`src/rtl/pcu_pkg.sv`:
```
package pcu_pkg;

  typedef enum logic [2:0] {
    OP_STEP  = 3'd0,
    OP_JUMP  = 3'd1,
    OP_CALL  = 3'd2,
    OP_LOWWR = 3'd3,
    OP_RET   = 3'd4
  } pcu_op_e;

  localparam int LIT_W  = 9;
  localparam int BYTE_W = 8;
  localparam int PAGE_W = 2;

  // Codes without an operation of their own act as a plain step.
  function automatic pcu_op_e pcu_decode(input logic [2:0] code);
    pcu_op_e r;
    case (code)
      3'd1:    r = OP_JUMP;
      3'd2:    r = OP_CALL;
      3'd3:    r = OP_LOWWR;
      3'd4:    r = OP_RET;
      default: r = OP_STEP;
    endcase
    return r;
  endfunction

endpackage

```
`src/rtl/pcu_target.sv`:
```
module pcu_target
  import pcu_pkg::*;
#(
  parameter int PC_W = 11
) (
  input  pcu_op_e             op,
  input  logic [LIT_W-1:0]    lit,
  input  logic [BYTE_W-1:0]   alu,
  input  logic [PAGE_W-1:0]   page,
  input  logic [PC_W-1:0]     pc_inc,
  input  logic [PC_W-1:0]     top_of_stack,
  output logic [PC_W-1:0]     pc_next
);

  localparam int PG_USED = PC_W - LIT_W;

  logic [LIT_W-1:0] jump_lo;
  logic [LIT_W-1:0] call_lo;
  logic [LIT_W-1:0] wr_lo;
  logic [PC_W-1:0]  jump_tgt;
  logic [PC_W-1:0]  call_tgt;
  logic [PC_W-1:0]  wr_tgt;

  // Calls and low-byte writes reach only the first half of a page.
  assign jump_lo = lit;
  assign call_lo = {1'b0, lit[BYTE_W-1:0]};
  assign wr_lo   = {1'b0, alu};

  generate
    if (PG_USED > 0) begin : g_paged
      logic [PG_USED-1:0] pg;
      assign pg       = page[PG_USED-1:0];
      assign jump_tgt = {pg, jump_lo};
      assign call_tgt = {pg, call_lo};
      assign wr_tgt   = {pg, wr_lo};
    end else begin : g_flat
      logic unused_page;
      assign unused_page = ^page;
      assign jump_tgt    = jump_lo;
      assign call_tgt    = call_lo;
      assign wr_tgt      = wr_lo;
    end
  endgenerate

  always_comb begin
    pc_next = pc_inc;
    case (op)
      OP_JUMP:  pc_next = jump_tgt;
      OP_CALL:  pc_next = call_tgt;
      OP_LOWWR: pc_next = wr_tgt;
      OP_RET:   pc_next = top_of_stack;
      default:  pc_next = pc_inc;
    endcase
  end

endmodule

```
`src/rtl/pcu_stack.sv`:
```
module pcu_stack #(
  parameter int PC_W = 11
) (
  input  logic            clk,
  input  logic            rst_n,
  input  logic            push,
  input  logic            pop,
  input  logic [PC_W-1:0] push_val,
  output logic [PC_W-1:0] lvl1,
  output logic [PC_W-1:0] lvl2
);

  logic [PC_W-1:0] lvl1_d;
  logic [PC_W-1:0] lvl2_d;
  logic            lvl1_en;
  logic            lvl2_en;

  // On a push level 2 takes level 1 and the oldest entry is lost.
  // On a pop level 1 takes level 2 and level 2 holds its value.
  assign lvl1_en = push | pop;
  assign lvl2_en = push;

  always_comb begin
    lvl1_d = lvl1;
    lvl2_d = lvl2;
    if (push) begin
      lvl1_d = push_val;
      lvl2_d = lvl1;
    end else if (pop) begin
      lvl1_d = lvl2;
    end
  end

  always_ff @(posedge clk or negedge rst_n) begin
    if (!rst_n) begin
      lvl1 <= '0;
    end else if (lvl1_en) begin
      lvl1 <= lvl1_d;
    end
  end

  always_ff @(posedge clk or negedge rst_n) begin
    if (!rst_n) begin
      lvl2 <= '0;
    end else if (lvl2_en) begin
      lvl2 <= lvl2_d;
    end
  end

endmodule

```
`src/rtl/pcu_top.sv`:
```
module pcu_top
  import pcu_pkg::*;
#(
  parameter int PC_W = 11
) (
  input  logic                clk,
  input  logic                rst_n,
  input  logic [2:0]          op_i,
  input  logic [LIT_W-1:0]    lit_i,
  input  logic [BYTE_W-1:0]   alu_i,
  input  logic [PAGE_W-1:0]   page_i,
  output logic [PC_W-1:0]     fetch_addr_o,
  output logic [BYTE_W-1:0]   wreg_lit_o,
  output logic                wreg_we_o
);

  localparam logic [PC_W-1:0] RESET_VEC = '1;
  localparam logic [PC_W-1:0] PC_ONE    = PC_W'(1);

  pcu_op_e         op;
  logic [PC_W-1:0] pc_q;
  logic [PC_W-1:0] pc_d;
  logic [PC_W-1:0] pc_inc;
  logic [PC_W-1:0] lvl1;
  logic [PC_W-1:0] lvl2;
  logic            do_push;
  logic            do_pop;

  assign op      = pcu_decode(op_i);
  assign pc_inc  = pc_q + PC_ONE;
  assign do_push = (op == OP_CALL);
  assign do_pop  = (op == OP_RET);

  pcu_target #(.PC_W(PC_W)) u_target (
    .op           (op),
    .lit          (lit_i),
    .alu          (alu_i),
    .page         (page_i),
    .pc_inc       (pc_inc),
    .top_of_stack (lvl1),
    .pc_next      (pc_d)
  );

  pcu_stack #(.PC_W(PC_W)) u_stack (
    .clk      (clk),
    .rst_n    (rst_n),
    .push     (do_push),
    .pop      (do_pop),
    .push_val (pc_inc),
    .lvl1     (lvl1),
    .lvl2     (lvl2)
  );

  // The counter loads every cycle; the enable is kept for structure.
  always_ff @(posedge clk or negedge rst_n) begin
    if (!rst_n) begin
      pc_q <= RESET_VEC;
    end else if (1'b1) begin
      pc_q <= pc_d;
    end
  end

  assign fetch_addr_o = pc_q;
  assign wreg_we_o    = do_pop;
  assign wreg_lit_o   = lit_i[BYTE_W-1:0];

endmodule

```
`config.mk`:
```
export PLATFORM = sky130hd
export DESIGN_NAME = pcu_top
export DESIGN_NICKNAME = d
export VERILOG_FILES = /design/src/rtl/pcu_pkg.sv /design/src/rtl/pcu_target.sv /design/src/rtl/pcu_stack.sv /design/src/rtl/pcu_top.sv
export SDC_FILE = /design/constraint.sdc
export NUM_CORES = 1
export LEC_CHECK = 0
export ABC_CLOCK_PERIOD_IN_PS = 4300
export CORE_MARGIN = 10
export CORE_UTILIZATION = 54
export DETAILED_ROUTE_END_ITERATION = 7
export PLACE_DENSITY = 0.91
export SYNTH_ARGS = -nofsm -noshare
export SYNTH_HDL_FRONTEND = slang
export SYNTH_SLANG_ARGS = --single-unit
```
`constraint.sdc`:
```
create_clock -name clk -period 4.3 [get_ports clk]
set_input_delay 0.86 -clock clk [delete_from_list [all_inputs] [get_ports clk]]
set_output_delay 0.86 -clock clk [all_outputs]
set_load 0.05 [all_outputs]
```
==> impl_metrics.json <==
{
  "worst_pin_slew_ps": 1201,
  "slew_headroom": 0.1965,
  "period_needed_ps": 3057,
  "core-area_sq_um": 3606,
  "dieArea_sq_um": 6524,
  "clkLatencyLatePin_ps": 280,
  "routed_wl_mm": 5.056,
  "cts.sinks": 33,
  "htree_levels": 2,
  "gp_congestion": 0.8013,
  "leakagePower_nw": 1.082,
  "grt_max_degree": 30,
  "p_per_area_nw_per_um2": 431.3,
  "start_kind": "primary input",
  "syn-instance-count": 216,
  "drc": 0,
  "required_ps": 3440,
  "synth.cell_area_sq_um": 1994,
  "rows": 22,
  "drtPass1Iterations": 5,
  "slowest_stage": "clkdlybuf4s50_1",
  "tns_ps": 0,
  "critPathArrivalTime_ps": 2200,
  "antenna_found_initial": 0,
  "synth_edf_count": 0,
  "drive_above_1_share": 0.1575,
  "critical_path_buf_inv_count": 2,
  "hold_class": "reg2reg",
  "grt-ovfl-total": 0,
  "grt_pass1_wl_mm": 8.362,
  "maxCapViolCount": 0,
  "antenna_left": 0,
  "ys_warn_count": 0,
  "globalRouteTotalUtil": 0.1608,
  "via_count": 1789,
  "path_clk_slew_ps": 60,
  "cts_resized": 0,
  "async_reset_ff_frac": 1.000,
  "rsz0062_at_grt": "false",
  "cts_buffers": 5,
  "io_buffers": 43,
  "crit_top_cell": "clkdlybuf4s50_1",
  "seq_area_frac_synth": 0.4210,
  "cp_slowest_stage_delay_ps": 820,
  "worstPathCellList": "clkdlybuf4s50_1 -> clkdlybuf4s50_1",
  "die_w_um": 80.77,
  "finalCritPeriodShare": 0.7110,
  "synth-seq-cells": 33,
  "setup_slack_ps": 1243,
  "maxSlewViolCount": 0,
  "critPathTopFamily": "buffers and inverters",
  "ys_types": 45,
  "critPathKind": "in2out",
  "post-place-ws_ps": 1243,
  "nFillCells": 256,
  "holdBufCountCts": 0,
  "drt_iter0_drc": 197,
  "cts_root_buffer": "clkbuf_8",
  "via_per_inst": 5.924,
  "ys.flop_type": "dfrtp_1",
  "avgRoutedWirePerCell_um": 16.74,
  "crit_fanout": 3,
  "grt_pass1_vias": 1675,
  "ir_drop_mv": 0.2317,
  "cts_tree": "built",
  "diodes": 0,
  "synthToLayoutAreaGrowth_pct": 24.97,
  "ios": 44,
  "cp-end-kind": "output port",
  "fin_skew_ps": 4.529,
  "status": "finished, final reports clean",
  "fmax_ghz": 0.3271,
  "finalSetupViolCount": 0,
  "cts_buffer_depth": 2,
  "dieHeight_um": 80.77,
  "hpwl_mm": 3.655,
  "synth_nets": 241,
  "avgSynthCellArea_sq_um": 9.233,
  "finalHoldViolations": 0,
  "start_util": 0.5531,
  "post_cts_buffers": 0,
  "fin_nets": 278
}
## cells by family (layout without fill, tap and decap cells)
kind of cell,after synthesis,count (layout),share of synthesized area
buffers and inverters,24,62,0.08030
adders and majority gates,1,1,0.006273
muxes,14,14,0.07465
DFF,33,33,0.4210
AOI/OAI and AO/OA,53,53,0.1788
and+or+nand+nor,83,83,0.2039
xor gates and xnor gates,8,8,0.03513
## layout make-up
| cell class | instances | area (sq um) | area share |
|---|---|---|---|
| Clock buffer | 8 | 90.09 | 0.03614 |
| Tap cell | 48 | 60.06 | 0.02410 |
| Multi-Input combinational cell | 159 | 994.7 | 0.3991 |
| Sequential cell | 33 | 839.6 | 0.3368 |
| Timing Repair Buffer | 50 | 493.0 | 0.1978 |
| Inverter | 4 | 15.01 | 0.006024 |
## Yosys cell counts (2+ instances only)
master | instances | area [sq um]
o21ai_0 | 15 | 75.07
mux2i_1 | 10 | 100.1
nand2b_1 | 2 | 12.51
a21oi_1 | 7 | 35.03
nor2b_1 | 5 | 31.28
a2bb2oi_1 | 5 | 43.79
dfrtp_1 | 22 | 550.5
o31ai_1 | 2 | 15.01
buf_6 | 4 | 45.04
buf_2 | 8 | 40.04
nor3b_1 | 2 | 15.01
mux2_2 | 3 | 33.78
buf_4 | 8 | 60.06
nand2_1 | 52 | 195.2
nor2_2 | 2 | 12.51
a22oi_1 | 8 | 60.06
nor3_1 | 5 | 25.02
nand3_2 | 2 | 20.02
dfstp_2 | 11 | 289.0
nand3_1 | 2 | 10.01
inv_1 | 3 | 11.26
xnor2_1 | 7 | 61.31
a31oi_1 | 3 | 18.77
o22ai_1 | 3 | 18.77
o21a_1 | 2 | 15.01
or3_1 | 2 | 12.51
nor2_1 | 3 | 11.26
## per-layer routing
metal	up-vias	routed length, um	GRT usage
met5	-	0	0
met4	0	73	0.04671
met3	12	496	0.03974
met2	95	2512	0.2556
met1	853	1973	0.2121
li1	829	-	-
## through the flow
step	hold slack [ps]	std cells	utilization	power (mW)	instance area [sq um]
floorplan	446.1	216	-	0.7186	1994
CTS	479.8	302	0.6912	1.078	2492
global placement	458.2	294	0.6662	0.8244	2402
finish	475.2	302	0.6912	1.075	2492
detailed placement	463.6	294	0.6662	0.8404	2402
global route	495.2	302	0.6912	1.137	2492
## registers in the layout, summed over array words and instances (netlist names)
signal and flops:
u_stack.lvl2 11, u_stack.lvl1 11, fetch_addr_o 11
## worst paths after layout
path / startpoint / endpoint / slack (ps) / cells past startpoint
hold reg to reg: u_stack.lvl2[1] / u_stack.lvl2[1] / 480 / 2
min in group asynchronous: rst_n / u_stack.lvl2[9] / 1210 / 1
max in group asynchronous: rst_n / fetch_addr_o[6] / 2280 / 2
setup reg to reg: fetch_addr_o[0] / u_stack.lvl1[8] / 2550 / 5
hold / removal: u_stack.lvl2[1] / u_stack.lvl2[1] / 480 / 2
setup / recovery: lit_i[4] / wreg_lit_o[4] / 1240 / 2
## power by group
| part | leakage, nW | switching (mW) | internal, mW |
|---|---|---|---|
| combinational | 0.638 | 0.218 | 0.150 |
| clock | 0.0455 | 0.105 | 0.130 |
| sequential | 0.399 | 0.0692 | 0.403 |
## cells in the final DEF (no fill, tap or decap), types with 3 or more instances in the layout
cell type / Yosys / routed
a21oi_1: 7 / 7
a22oi_1: 8 / 8
a2bb2oi_1: 5 / 5
a31oi_1: 3 / 3
buf_4: 8 / 7
clkbuf_8: 0 / 6
clkdlybuf4s50_1: 0 / 42
dfrtp_1: 22 / 22
dfstp_2: 11 / 11
inv_1: 3 / 3
mux2_2: 3 / 3
mux2i_1: 10 / 10
nand2_1: 52 / 52
nor2_1: 3 / 3
nor2b_1: 5 / 5
nor3_1: 5 / 5
o21ai_0: 15 / 15
o22ai_1: 3 / 3
xnor2_1: 7 / 7
(Power assumes the default switching activity.)
